### src/rtl/csr_pkg.sv
`timescale 1ns/1ps
package csr_pkg;
  typedef enum logic [1:0] {
    CSR_OP_WRITE = 2'd0,
    CSR_OP_SET   = 2'd1,
    CSR_OP_CLEAR = 2'd2,
    CSR_OP_READ  = 2'd3
  } csr_op_e;

  typedef enum logic [2:0] {
    SEL_NONE, SEL_FLAGS, SEL_RM, SEL_FP, SEL_SCRATCH, SEL_IE, SEL_IP, SEL_ID
  } csr_sel_e;

  localparam logic [11:0] ADDR_FLAGS   = 12'h001;
  localparam logic [11:0] ADDR_RM      = 12'h002;
  localparam logic [11:0] ADDR_FP      = 12'h003;
  localparam logic [11:0] ADDR_IE      = 12'h304;
  localparam logic [11:0] ADDR_SCRATCH = 12'h340;
  localparam logic [11:0] ADDR_IP      = 12'h344;
  localparam logic [11:0] ADDR_ID      = 12'hF11;

  localparam int IRQ_SW_BIT = 3;
  localparam int IRQ_TM_BIT = 7;
  localparam int IRQ_EX_BIT = 11;
endpackage

### src/rtl/csr_decode.sv
`timescale 1ns/1ps
module csr_decode
  import csr_pkg::*;
#(
  parameter int XLEN = 32,
  parameter int FLAG_W = 5,
  parameter int RM_W = 3,
  parameter logic [XLEN-1:0] IRQ_MASK = 'hAAA
) (
  input  logic [11:0]     addr_i,
  output csr_sel_e        sel_o,
  output logic [XLEN-1:0] mask_o,
  output logic            read_only_o
);
  localparam logic [XLEN-1:0] M_FLAGS = XLEN'((64'd1 << FLAG_W) - 1);
  localparam logic [XLEN-1:0] M_RM    = XLEN'((64'd1 << RM_W) - 1);
  localparam logic [XLEN-1:0] M_FP    = XLEN'((64'd1 << (FLAG_W + RM_W)) - 1);
  localparam logic [XLEN-1:0] M_ALL   = '1;

  always_comb begin
    sel_o  = SEL_NONE;
    mask_o = '0;
    unique case (addr_i)
      ADDR_FLAGS:   begin sel_o = SEL_FLAGS;   mask_o = M_FLAGS;  end
      ADDR_RM:      begin sel_o = SEL_RM;      mask_o = M_RM;     end
      ADDR_FP:      begin sel_o = SEL_FP;      mask_o = M_FP;     end
      ADDR_SCRATCH: begin sel_o = SEL_SCRATCH; mask_o = M_ALL;    end
      ADDR_IE:      begin sel_o = SEL_IE;      mask_o = IRQ_MASK; end
      ADDR_IP:      begin sel_o = SEL_IP;      mask_o = IRQ_MASK; end
      ADDR_ID:      begin sel_o = SEL_ID;      mask_o = M_ALL;    end
      default:      begin sel_o = SEL_NONE;    mask_o = '0;       end
    endcase
  end

  // top two index bits both set marks the read-only space
  assign read_only_o = &addr_i[11:10];
endmodule

### src/rtl/csr_alu.sv
`timescale 1ns/1ps
module csr_alu
  import csr_pkg::*;
#(
  parameter int XLEN = 32
) (
  input  csr_op_e         op_i,
  input  logic [XLEN-1:0] old_i,
  input  logic [XLEN-1:0] operand_i,
  input  logic [XLEN-1:0] mask_i,
  output logic [XLEN-1:0] new_o
);
  logic [XLEN-1:0] raw;

  always_comb begin
    unique case (op_i)
      CSR_OP_WRITE: raw = operand_i;
      CSR_OP_SET:   raw = old_i | operand_i;
      CSR_OP_CLEAR: raw = old_i & ~operand_i;
      default:      raw = old_i;
    endcase
  end

  assign new_o = raw & mask_i;
endmodule

### src/rtl/csr_store.sv
`timescale 1ns/1ps
module csr_store
  import csr_pkg::*;
#(
  parameter int XLEN = 32,
  parameter int FLAG_W = 5,
  parameter int RM_W = 3,
  parameter logic [XLEN-1:0] ID_VALUE = 'hA11
) (
  input  logic            clk_i,
  input  logic            rst_ni,
  input  logic            we_i,
  input  csr_sel_e        sel_i,
  input  logic [XLEN-1:0] wdata_i,
  output logic [XLEN-1:0] rdata_o
);
  localparam int NWIDE = 3;

  logic [FLAG_W-1:0] flags_q;
  logic [RM_W-1:0]   rm_q;
  logic [XLEN-1:0]   wide_q [NWIDE];
  logic [NWIDE-1:0]  wide_hit;

  always_comb begin
    wide_hit[0] = (sel_i == SEL_SCRATCH);
    wide_hit[1] = (sel_i == SEL_IE);
    wide_hit[2] = (sel_i == SEL_IP);
  end

  for (genvar g = 0; g < NWIDE; g++) begin : g_wide
    always_ff @(posedge clk_i or negedge rst_ni) begin
      if (!rst_ni)                   wide_q[g] <= '0;
      else if (we_i && wide_hit[g])  wide_q[g] <= wdata_i;
    end
  end

  always_ff @(posedge clk_i or negedge rst_ni) begin
    if (!rst_ni) begin
      flags_q <= '0;
      rm_q    <= '0;
    end else if (we_i) begin
      if (sel_i == SEL_FLAGS || sel_i == SEL_FP) flags_q <= wdata_i[FLAG_W-1:0];
      if (sel_i == SEL_RM)                       rm_q    <= wdata_i[RM_W-1:0];
      if (sel_i == SEL_FP)                       rm_q    <= wdata_i[FLAG_W +: RM_W];
    end
  end

  always_comb begin
    unique case (sel_i)
      SEL_FLAGS:   rdata_o = XLEN'(flags_q);
      SEL_RM:      rdata_o = XLEN'(rm_q);
      SEL_FP:      rdata_o = XLEN'({rm_q, flags_q});
      SEL_SCRATCH: rdata_o = wide_q[0];
      SEL_IE:      rdata_o = wide_q[1];
      SEL_IP:      rdata_o = wide_q[2];
      SEL_ID:      rdata_o = ID_VALUE;
      default:     rdata_o = '0;
    endcase
  end
endmodule

### src/rtl/csr_unit.sv
`timescale 1ns/1ps
module csr_unit
  import csr_pkg::*;
#(
  parameter int XLEN = 32,
  parameter int FLAG_W = 5,
  parameter int RM_W = 3,
  parameter logic [XLEN-1:0] IRQ_MASK = 'hAAA,
  parameter logic [XLEN-1:0] ID_VALUE = 'hA11
) (
  input  logic            clk_i,
  input  logic            rst_ni,
  input  logic            valid_i,
  input  logic [11:0]     addr_i,
  input  logic [1:0]      op_i,
  input  logic [XLEN-1:0] operand_i,
  output logic [XLEN-1:0] rdata_o,
  output logic            wb_en_o,
  output logic            fault_o
);
  localparam logic [XLEN-1:0] IRQ_MBITS = XLEN'((64'd1 << IRQ_SW_BIT) |
                                                (64'd1 << IRQ_TM_BIT) |
                                                (64'd1 << IRQ_EX_BIT));

  csr_sel_e        sel;
  logic [XLEN-1:0] mask, raw_old, old_val, new_val;
  logic            read_only, implemented, changed, irq_bad, we;

  csr_decode #(.XLEN(XLEN), .FLAG_W(FLAG_W), .RM_W(RM_W), .IRQ_MASK(IRQ_MASK)) u_decode (
    .addr_i     (addr_i),
    .sel_o      (sel),
    .mask_o     (mask),
    .read_only_o(read_only)
  );

  csr_store #(.XLEN(XLEN), .FLAG_W(FLAG_W), .RM_W(RM_W), .ID_VALUE(ID_VALUE)) u_store (
    .clk_i  (clk_i),
    .rst_ni (rst_ni),
    .we_i   (we),
    .sel_i  (sel),
    .wdata_i(new_val),
    .rdata_o(raw_old)
  );

  assign old_val = raw_old & mask;

  csr_alu #(.XLEN(XLEN)) u_alu (
    .op_i     (csr_op_e'(op_i)),
    .old_i    (old_val),
    .operand_i(operand_i),
    .mask_i   (mask),
    .new_o    (new_val)
  );

  assign implemented = (sel != SEL_NONE);
  assign changed     = (new_val != old_val);
  assign irq_bad     = (sel == SEL_IE || sel == SEL_IP) && |((new_val ^ old_val) & IRQ_MBITS);
  assign fault_o     = valid_i && (!implemented || (changed && read_only) || irq_bad);
  assign we          = valid_i && implemented && changed && !fault_o;
  assign wb_en_o     = valid_i && !fault_o;
  assign rdata_o     = old_val;
endmodule

### config.mk
export PLATFORM = sky130hd
export DESIGN_NAME = csr_unit
export DESIGN_NICKNAME = d
export VERILOG_FILES = /design/src/rtl/csr_pkg.sv /design/src/rtl/csr_decode.sv /design/src/rtl/csr_alu.sv /design/src/rtl/csr_store.sv /design/src/rtl/csr_unit.sv
export SDC_FILE = /design/constraint.sdc
export NUM_CORES = 1
export LEC_CHECK = 0
export BUFFER_PORTS_ARGS = -buffer_cell sky130_fd_sc_hd__buf_2
export CAP_MARGIN = 0
export CORE_MARGIN = 10
export CORE_UTILIZATION = 35
export CTS_CLUSTER_DIAMETER = 150
export CTS_CLUSTER_SIZE = 10
export DETAILED_ROUTE_END_ITERATION = 10
export GPL_TIMING_DRIVEN = 0
export PLACE_DENSITY = 0.49
export SLEW_MARGIN = 25
export SYNTH_ARGS = -nofsm -noshare
export SYNTH_HDL_FRONTEND = slang
export SYNTH_SLANG_ARGS = --single-unit
### constraint.sdc
create_clock -name clk_i -period 4 [get_ports clk_i]
set_input_delay 0.4 -clock clk_i [delete_from_list [all_inputs] [get_ports clk_i]]
set_output_delay 0.4 -clock clk_i [all_outputs]
set_load 0.01 [all_outputs]
# Yosys cells after proc, flatten, opt, wreduce, memory -nomap -nowiden
# Index checks and enable logic that the tools add are counted.
# totals
word_cells	59
regBits	104
input_bits	49
out_inout_bits	34
# classes
n_mux	6
reduce_logical	25
n_eq_ne	17
n_bitwise	6
# op_table
operator	count
$pmux 32 s7	1
$pmux 32 s5	1
$and 32x32->32	3
$pmux 32 s3	1
$eq 12x10->1 const B	3
$ne 32x32->1	1
$not 32->32	1
$or 32x32->32	1
$eq 12x2->1 const B	2
$pmux 3 s7	1
$eq 12x1->1 const B	1
$eq 12x12->1 const B	1
$eq 3x3->1 const B	4
$xor 12x12->12	1
$logic_and 1x1->1	10
$eq 3x2->1 const B	2
$mux 3	2
$reduce_and 2->1	3
$logic_or 1x1->1	4
$reduce_or 2->1	2
$eq 3x1->1 const B	1
$reduce_bool 3->1	1
$reduce_or 3->1	1
$eq 2x1->1 const B	1
other kinds (4)	5

# Longest topological paths before layout
# Gate-level depths: netlist (run 1).
# depth
ltp_word	16
mapped_depth	14
ltp_nobuf	9

# Modules after synthesis
# Synthesis (run 1) repeated with hierarchy kept, for this count alone.
# hier_totals
cells_unflattened	713
area_unflattened_um2	7044.3
# by_module_without_submodules
mod	n_inst	area_each_um2	seq_area_each_um2	cells_per_inst
csr_store	1	4938.5	2602.5	380
csr_alu	1	963.4	0.0	170
csr_unit	1	704.4	0.0	109
csr_decode	1	437.9	0.0	54

# Least setup slack after synthesis (run 1)
# No wires, ideal clock.
# synth_timing
path_type	input to register
startpoint	input addr_i[0]
endpoint	register u_store.wide_q[66] (netlist name)
setup_slack_ps	330
path_stages	12
setup_ps	125
arrival_ps	3545
path_buffers	3
t_required_ps	3875
path_cell_list	clkbuf_2 > nor3_1 > nand3_1 > o311ai_0 > o2bb2ai_1 > or3b_1 > nor4_1 > and4_4 > or4_4 > buf_6 > buf_12 > mux2_4
# synth_via
elab_chain_len	16
word_cells_on_any_way	40
classes_between	eq/ne (15); mux (4); bitwise (5); reduce/logical (16)
# synth_lines
element	line_no	text
start: declaration	csr_unit.sv:14	input logic [11:0] addr_i,
$eq 12x12->1, or another cell as far along	csr_decode.sv:23	unique case (addr_i)
$pmux 3 s7	csr_decode.sv:23	
$eq 3x3->1, or another cell as far along	csr_store.sv:49	unique case (sel_i)
$pmux 32 s7	csr_store.sv:49	
$and 32x32->32 *	csr_unit.sv:45	assign old_val = raw_old & mask;
named net rdata_o[3]	csr_unit.sv:17	output logic [XLEN-1:0] rdata_o,
$and 32x32->32 or $or 32x32->32 (tied branches)	csr_alu.sv:19, csr_alu.sv:18	
$pmux 32 s3	csr_alu.sv:16	unique case (op_i)
$and 32x32->32	csr_alu.sv:24	assign new_o = raw & mask_i;
$ne 32x32->1 or $xor 12x12->12 (tied branches)	csr_unit.sv:56, csr_unit.sv:57	
$logic_and 1x1->1 or $reduce_or 3->1 (tied branches)	csr_unit.sv:58, csr_unit.sv:57	
$logic_or 1x1->1 or $logic_and 1x1->1 (tied branches)	csr_unit.sv:58, csr_unit.sv:57	
$logic_or 1x1->1	csr_unit.sv:58	assign fault_o = valid_i && (!implemented || (changed && read_only) || irq_bad);
$logic_and 1x1->1	csr_unit.sv:58	
$logic_not 1->1	csr_unit.sv:59	assign we = valid_i && implemented && changed && !fault_o;
$logic_and 1x1->1 *	csr_unit.sv:59	
$logic_and 1x1->1 *	csr_store.sv:33	else if (we_i && wide_hit[g]) wide_q[g] <= wdata_i;
end signal: indexed assignment	csr_store.sv:33	
end: declaration	csr_store.sv:21	logic [XLEN-1:0] wide_q [NWIDE];
# Mark *: on every way through the listed nets, which the timed path passes. The rest lies on a longest branch.
# A chain may end at the register's enable or synchronous reset.

# Worst setup path in the final report (run 1)
# layout_timing
startpoint	input addr_i[1]
endpoint	register u_store.wide_q[67] (netlist name)
# layout_via
elab_chain_len	16
word_cells_on_any_way	40
classes_between	eq/ne (15); mux (4); bitwise (5); reduce/logical (16)
# layout_lines
element	line_no
$eq 12x12->1, or another cell as far along	csr_decode.sv:23
$pmux 3 s7	csr_decode.sv:23
$eq 3x3->1, or another cell as far along	csr_store.sv:49
$pmux 32 s7	csr_store.sv:49
$and 32x32->32	csr_unit.sv:45
$and 32x32->32 or $or 32x32->32 (tied branches)	csr_alu.sv:19, csr_alu.sv:18
$pmux 32 s3	csr_alu.sv:16
$and 32x32->32	csr_alu.sv:24
$ne 32x32->1 or $xor 12x12->12 (tied branches)	csr_unit.sv:56, csr_unit.sv:57
$logic_and 1x1->1 or $reduce_or 3->1 (tied branches)	csr_unit.sv:58, csr_unit.sv:57
$logic_or 1x1->1 or $logic_and 1x1->1 (tied branches)	csr_unit.sv:58, csr_unit.sv:57
$logic_or 1x1->1	csr_unit.sv:58
$logic_and 1x1->1	csr_unit.sv:58
$logic_not 1->1	csr_unit.sv:59
$logic_and 1x1->1	csr_unit.sv:59
$logic_and 1x1->1	csr_store.sv:33
# Parallel ways exist; a longest one is shown, timed or not.

==> results of run 1 <==
-- flip-flops by register name, indices dropped and copies added (netlist names) --
| register | count |
|---|---|
| u_store.flags_q | 5 |
| u_store.rm_q | 3 |
| u_store.wide_q | 96 |
-- through the flow --
step / cells / setup TNS [ns] / hold slack, ns / worst slack [ns] / power, mW
floorplan: 691 / 0 / 0.104 / 0.330 / 1.19
global placement: 1028 / -95.53 / 0.438 / -1.25 / 1.29
detailed placement: 1029 / -78.21 / 0.347 / -1.02 / 1.30
CTS: 1052 / 0 / 0.461 / 0.00956 / 2.28
global route: 1053 / -1.08 / 0.496 / -0.0558 / 2.34
finish: 1053 / 0 / 0.452 / 0.00791 / 2.27
-- where the power goes --
part	internal [mW]	switching, mW	total (mW)
combinational	0.0807	0.164	0.245
sequential	1.05	0.00000000894	1.05
clock	0.505	0.468	0.973
total	1.64	0.633	2.27
-- area by class of cell --
cell class              count  area [µm²]
fillers                  1878       10800
multi-input cells         497        3880
flip-flops and latches    104        2600
repair buffers             88         509
well taps                 260         325
plain buffers              56         312
clock buffers              10         229
inverters                  32         120
clock inverters             6        86.3
-- cell usage in the layout, fill, tap and decap left out, drive strengths merged, types with 6 or more instances in the layout --
cell	count
nand4	20
o21ai	32
nor2b	28
dfrtp	104
inv	35
and4	6
o22ai	6
nand3	14
buf	103
a21oi	33
mux2	71
a22oi	36
nor4	13
and2	51
clkbuf	50
or3	7
xnor2	22
nand2	32
o32ai	19
nor2	23
nor3	13
-- routing by layer --
metal / share of wire [%] / vias to the layer above / routed length (µm) / GRT usage (%)
met2: 47 / 283 / 11900 / 31.4
met5: 0 / - / 0 / 0
li1: - / 2744 / - / -
met1: 44 / 2941 / 11100 / 25.2
met3: 6.2 / 50 / 1580 / 3.82
met4: 3.3 / 0 / 850 / 7.27
-- worst max-delay path, cell delays in order --
cell and delay (ns):
buf_2 0.10, buf_2 0.18, or3_1 0.49, nor4_1 0.76
a221oi_2 0.22, or3_1 0.38, a41oi_2 0.26, nor4_2 0.10
and4_4 0.22, or4_4 0.48, buf_6 0.17, buf_12 0.16
mux2_4 0.30
-- synth_stat cells, drive strengths merged, types with 6 or more instances --
library cell,n,area share [%]
dfrtp,104,39
mux2,71,14
and2,51,4.7
clkbuf,39,2.2
a22oi,36,4.0
a21oi,33,2.5
inv,32,1.8
nand2,32,1.8
o21ai,32,2.4
nor2b,28,2.6
nor2,23,1.3
xnor2,22,2.9
nand4,20,1.9
buf,19,2.1
o32ai,19,2.5
nand3,14,1.1
nor3,13,1.1
nor4,13,1.6
or3,7,0.65
and4,6,0.82
o22ai,6,0.56
-- cells by family after synthesis --
group | Yosys count
and+or+nand+nor | 229
AOI/OAI and AO/OA | 170
DFF | 104
buffers and inverters | 90
muxes | 76
xor gates and xnor gates | 22
-- worst paths after layout --
path	from	end	slack, ns	cells after the start
worst max register to register	u_store.wide_q[1]	u_store.wide_q[49]	0.51	12
worst min register to register	u_store.wide_q[39]	u_store.wide_q[39]	0.45	1
max in group asynchronous	rst_ni	u_store.wide_q[33]	2.81	3
worst min-delay path	u_store.wide_q[39]	u_store.wide_q[39]	0.45	1
worst max-delay path	addr_i[1]	u_store.wide_q[67]	0.008	13
min in group asynchronous	rst_ni	u_store.wide_q[56]	0.52	2
-- repair_timing --
item | 4_1_cts | 5_1_grt
buffers inserted | 7 | 2
resized for setup | 27 | 24
hold endpoints to repair | 39 | 0
pin swaps | 3 | 4
endpoints found under the setup margin | 99 | 77
hold buffers | 1 | 0
==> results.py, run 1 <==
metrics = {
    "cts": {
        "clockBufferDepth": 2,
        "cts_tree": "built",
        "cts_htree_levels": 3,
        "cts_root_buf": "clkbuf_16",
        "cts.sinks": 104,
        "cts_buffers": 9,
        "clk_pin_slew_worst_paths_ns": 0.08,
        "clock_latency_ns": 0.37,
    },
    "power": {
        "peakVddDrop_uv": 174,
        "p_leak_nw": 3.78,
        "power.density_nw_per_um2": 281,
    },
    "floorplan": {
        "die_h_um": 159,
        "ios": 83,
        "core_um2": 18800,
        "design.die.area_um2": 25200,
        "num_rows": 50,
        "die_w_um": 159,
        "start_util_pct": 35.8,
    },
    "logic_synthesis": {
        "async_flop_share_pct": 100,
        "synthXorXnorAreaFrac_pct": 2.86,
        "synth_edf_count": 0,
        "seq_area_frac_synth_pct": 38.6,
        "synth_mux_area_share_pct": 14.3,
        "yosys.area_share.simple_pct": 20.5,
        "ys_warn_count": 0,
        "synth.distinct_cells": 70,
        "ys_ff_latch": 104,
        "synth-compound-area-share_pct": 17.7,
        "synth_area_um2": 6740,
        "syn_inst": 691,
        "synthAdderAreaFrac_pct": 0,
        "synth_top_flop_cell": "dfrtp_1",
        "synth_top_family_by_area": "simple AND/OR/NAND/NOR gates",
        "avgSynthCellArea_um2": 9.75,
        "synth_nets": 740,
    },
    "worst_setup_path": {
        "path_max_fanout": 10,
        "end_kind": "flip-flop",
        "cp.required_ns": 4.25,
        "path_class": "primary input to flip-flop",
        "worst_setup_path_start_kind": "primary input",
        "cp_data_arrival_time_ns": 4.24,
    },
    "placement": {
        "hpwl_mm": 19.3,
        "gp_congestion": 0.963,
        "placed_area_um2": 7480,
        "portBuffers": 77,
    },
    "global_routing": {
        "grt_max_degree": 66,
        "grt_pass1_wl_mm": 38.4,
        "antenna_found_initial": 0,
        "grt_use_total_pct": 19.5,
        "grt_pass1_vias": 6171,
        "grt_overflow": 0,
    },
    "worst_hold_path": {
        "hp-class": "flip-flop to flip-flop",
    },
    "timing": {
        "skew_ns": 0.0147,
        "setup_violations": 0,
        "rsz0062_at_grt": "yes",
        "slew_headroom_pct": 37.3,
        "worst_pin_slew_ns": 0.928,
        "drv_slew": 0,
        "min_period_over_period_pct": 99.8,
        "hold_viol": 0,
        "max_freq_mhz": 250,
        "fin_crit_ns": 3.99,
    },
    "detailed_routing": {
        "drtPass1Iterations": 6,
        "routed-via-count": 6018,
        "antenna_left": 0,
        "drc": 0,
        "routed_via_density": 5.72,
        "routedWlPerCell_um": 24.2,
        "wl_mm": 25.4,
        "drtIter0Drc": 562,
    },
    "final_layout": {
        "area_delta_synth_final_pct": 19.7,
        "final_area_um2": 8070,
        "antenna-diode-count": 0,
        "nets": 837,
        "final_core_util_pct": 42.8,
        "layout-drive-gt1-share_pct": 29.3,
    },
    "run": {
        "maxCapViolations": 0,
    },
    "status": {
        "status": "finished clean",
    },
}
Note: power is estimated with default switching activity, not from simulation.
==> run 2: changes to the inputs <==
- CORE_UTILIZATION: 35 -> 59
- PLACE_DENSITY: 0.49 -> 0.77
==> run 2 against run 1 <==
Against the previous run:
- clock power is 3.4% lower
- combinational power decreased by 4%
- largest cell class unchanged
- sequential power is essentially flat
- largest power group unchanged
- clock-buffer cell count shrank 1
- critical path type unchanged
==> results.py, run 2 (synthesized netlist as in run 1, its figures left out) <==
metrics = {
    "cts": {
        "clock_latency_ns": 0.37,
        "cts_buffers": 9,
        "clk_pin_slew_worst_paths_ns": 0.09,
        "cts.sinks": 104,
        "clockBufferDepth": 2,
        "cts_tree": "built",
        "cts_htree_levels": 3,
        "cts_root_buf": "clkbuf_16",
    },
    "worst_setup_path": {
        "setup.worst_path.start": "addr_i[1]",
        "cp.required_ns": 4.26,
        "crit_end": "u_store.wide_q[75]",
        "path_class": "primary input to flip-flop",
        "end_kind": "flip-flop",
        "rrSetupSlack_ns": 0.50,
        "cp_data_arrival_time_ns": 4.22,
        "rr_startpoint": "u_store.wide_q[1]",
        "path_max_fanout": 10,
        "worst_setup_path_start_kind": "primary input",
        "rr_worst_depth": 12,
        "r2r-end": "u_store.wide_q[51]",
    },
    "final_layout": {
        "fillers": 844,
        "regMostFlops": "u_store.wide_q",
        "largest_reg_flops": 96,
        "final_cell_mix": "dfrtp_1 (104), buf_2 (83), and2_1 (51)",
        "multiInputGateArea_um2": 3840,
        "final_core_util_pct": 71.2,
        "area_delta_synth_final_pct": 16.5,
        "register_area_um2": 2600,
        "final_common_cell": "dfrtp_1",
        "antenna-diode-count": 0,
        "largestRegisters": "u_store.wide_q: 96 flops, u_store.flags_q: 5 flops, u_store.rm_q: 3 flops",
        "nets": 835,
        "layout-drive-gt1-share_pct": 28.7,
    },
    "timing": {
        "setup_violations": 0,
        "worst_pin_slew_ns": 0.943,
        "hold_viol": 0,
        "slew_headroom_pct": 36.3,
        "min_period_over_period_pct": 98.9,
        "fin_ws_ns": 0.0453,
        "fin_crit_ns": 3.95,
        "skew_ns": 0.0126,
        "max_freq_mhz": 253,
        "rsz0062_at_grt": "no",
        "drv_slew": 0,
    },
    "detailed_routing": {
        "drtPass1Iterations": 7,
        "drc": 0,
        "drtIter0Drc": 944,
        "routed-via-count": 6304,
        "antenna_left": 0,
        "routedWlPerCell_um": 24.7,
        "routed_via_density": 6.77,
        "wl_mm": 23.0,
    },
    "placement": {
        "portBuffers": 77,
        "place_ws_ns": -0.852,
        "hpwl_mm": 17.2,
        "gp_congestion": 0.981,
    },
    "power": {
        "p_leak_nw": 3.76,
        "power_mw": 2.23,
        "peakVddDrop_uv": 356,
        "power.density_nw_per_um2": 284,
    },
    "floorplan": {
        "die_w_um": 127,
        "core_um2": 11000,
        "ios": 83,
        "start_util_pct": 61.1,
        "die_h_um": 127,
        "num_rows": 38,
        "design.die.area_um2": 16100,
    },
    "global_routing": {
        "grt_use_total_pct": 27.7,
        "grt_overflow": 0,
        "grt_max_degree": 56,
        "grt_pass1_vias": 6146,
        "grt_pass1_wl_mm": 35.2,
        "antenna_found_initial": 0,
    },
    "worst_hold_path": {
        "hp-start": "u_store.wide_q[39]",
        "hp-class": "flip-flop to flip-flop",
    },
    "status": {
        "status": "finished clean",
    },
    "run": {
        "maxCapViolations": 0,
    },
}
run 2: critical path, cell delays in order:
cell and delay (ns):
buf_2 0.10, buf_2 0.18, or3_1 0.49, nor4_1 0.74
a221oi_2 0.20, or3_1 0.37, a41oi_2 0.25, nor4_2 0.10
and4_4 0.23, or4_4 0.47, buf_6 0.17, buf_12 0.16
mux2_4 0.30
run 2: worst min path at each step:
stage                              end  slack (ns)  depth (start not counted)
floorplan           u_store.flags_q[0]        0.10                          0
global placement     u_store.wide_q[7]        0.44                          1
detailed placement  u_store.wide_q[26]        0.38                          1
CTS                 u_store.wide_q[39]        0.47                          1
global route        u_store.wide_q[11]        0.48                          1
finish              u_store.wide_q[39]        0.46                          1
run 2: area by class of cell:
cell class / instances / area share, %
Clock inverter: 7 / 1.07
Tap cell: 140 / 2.23
Buffer: 55 / 3.86
Sequential cell: 104 / 33.2
Inverter: 32 / 1.53
Multi-Input combinational cell: 497 / 48.9
Clock buffer: 9 / 2.87
Timing Repair Buffer: 87 / 6.39
run 2: repair_timing:
action | in CTS | in global routing
setup endpoints to repair | 83 | 68
hold buffers | 1 | 0
hold endpoints to repair | 28 | 0
pin swaps | 2 | 2
setup buffers | 4 | 4
gates resized for setup | 16 | 26
run 2: stage by stage:
stage	TNS (ns)	hold WS [ns]	area, µm²	std cells
after floorplan	0	0.104	6740	691
after global placement	-54.26	0.437	7300	908
after detailed placement	-57.55	0.377	7330	909
after CTS	-0.0153	0.465	7760	928
after global routing	0	0.478	7850	931
final	0	0.459	7850	931
run 2: layer usage:
layer  vias to the layer above  global-route usage [%]  wire length (µm)
met5                         -                       0                 0
met4                         0                    14.4              1270
met3                        86                    7.12              2230
met2                       428                    44.3             10600
met1                      3043                    33.8              8880
li1                       2747                       -                 -
run 2: power by group:
group,leakage (nW),internal (mW),switching (mW),total [mW]
clock,0.152,0.455,0.485,0.940
combinational,2.15,0.0787,0.158,0.236
sequential,1.45,1.05,0.00000000862,1.05
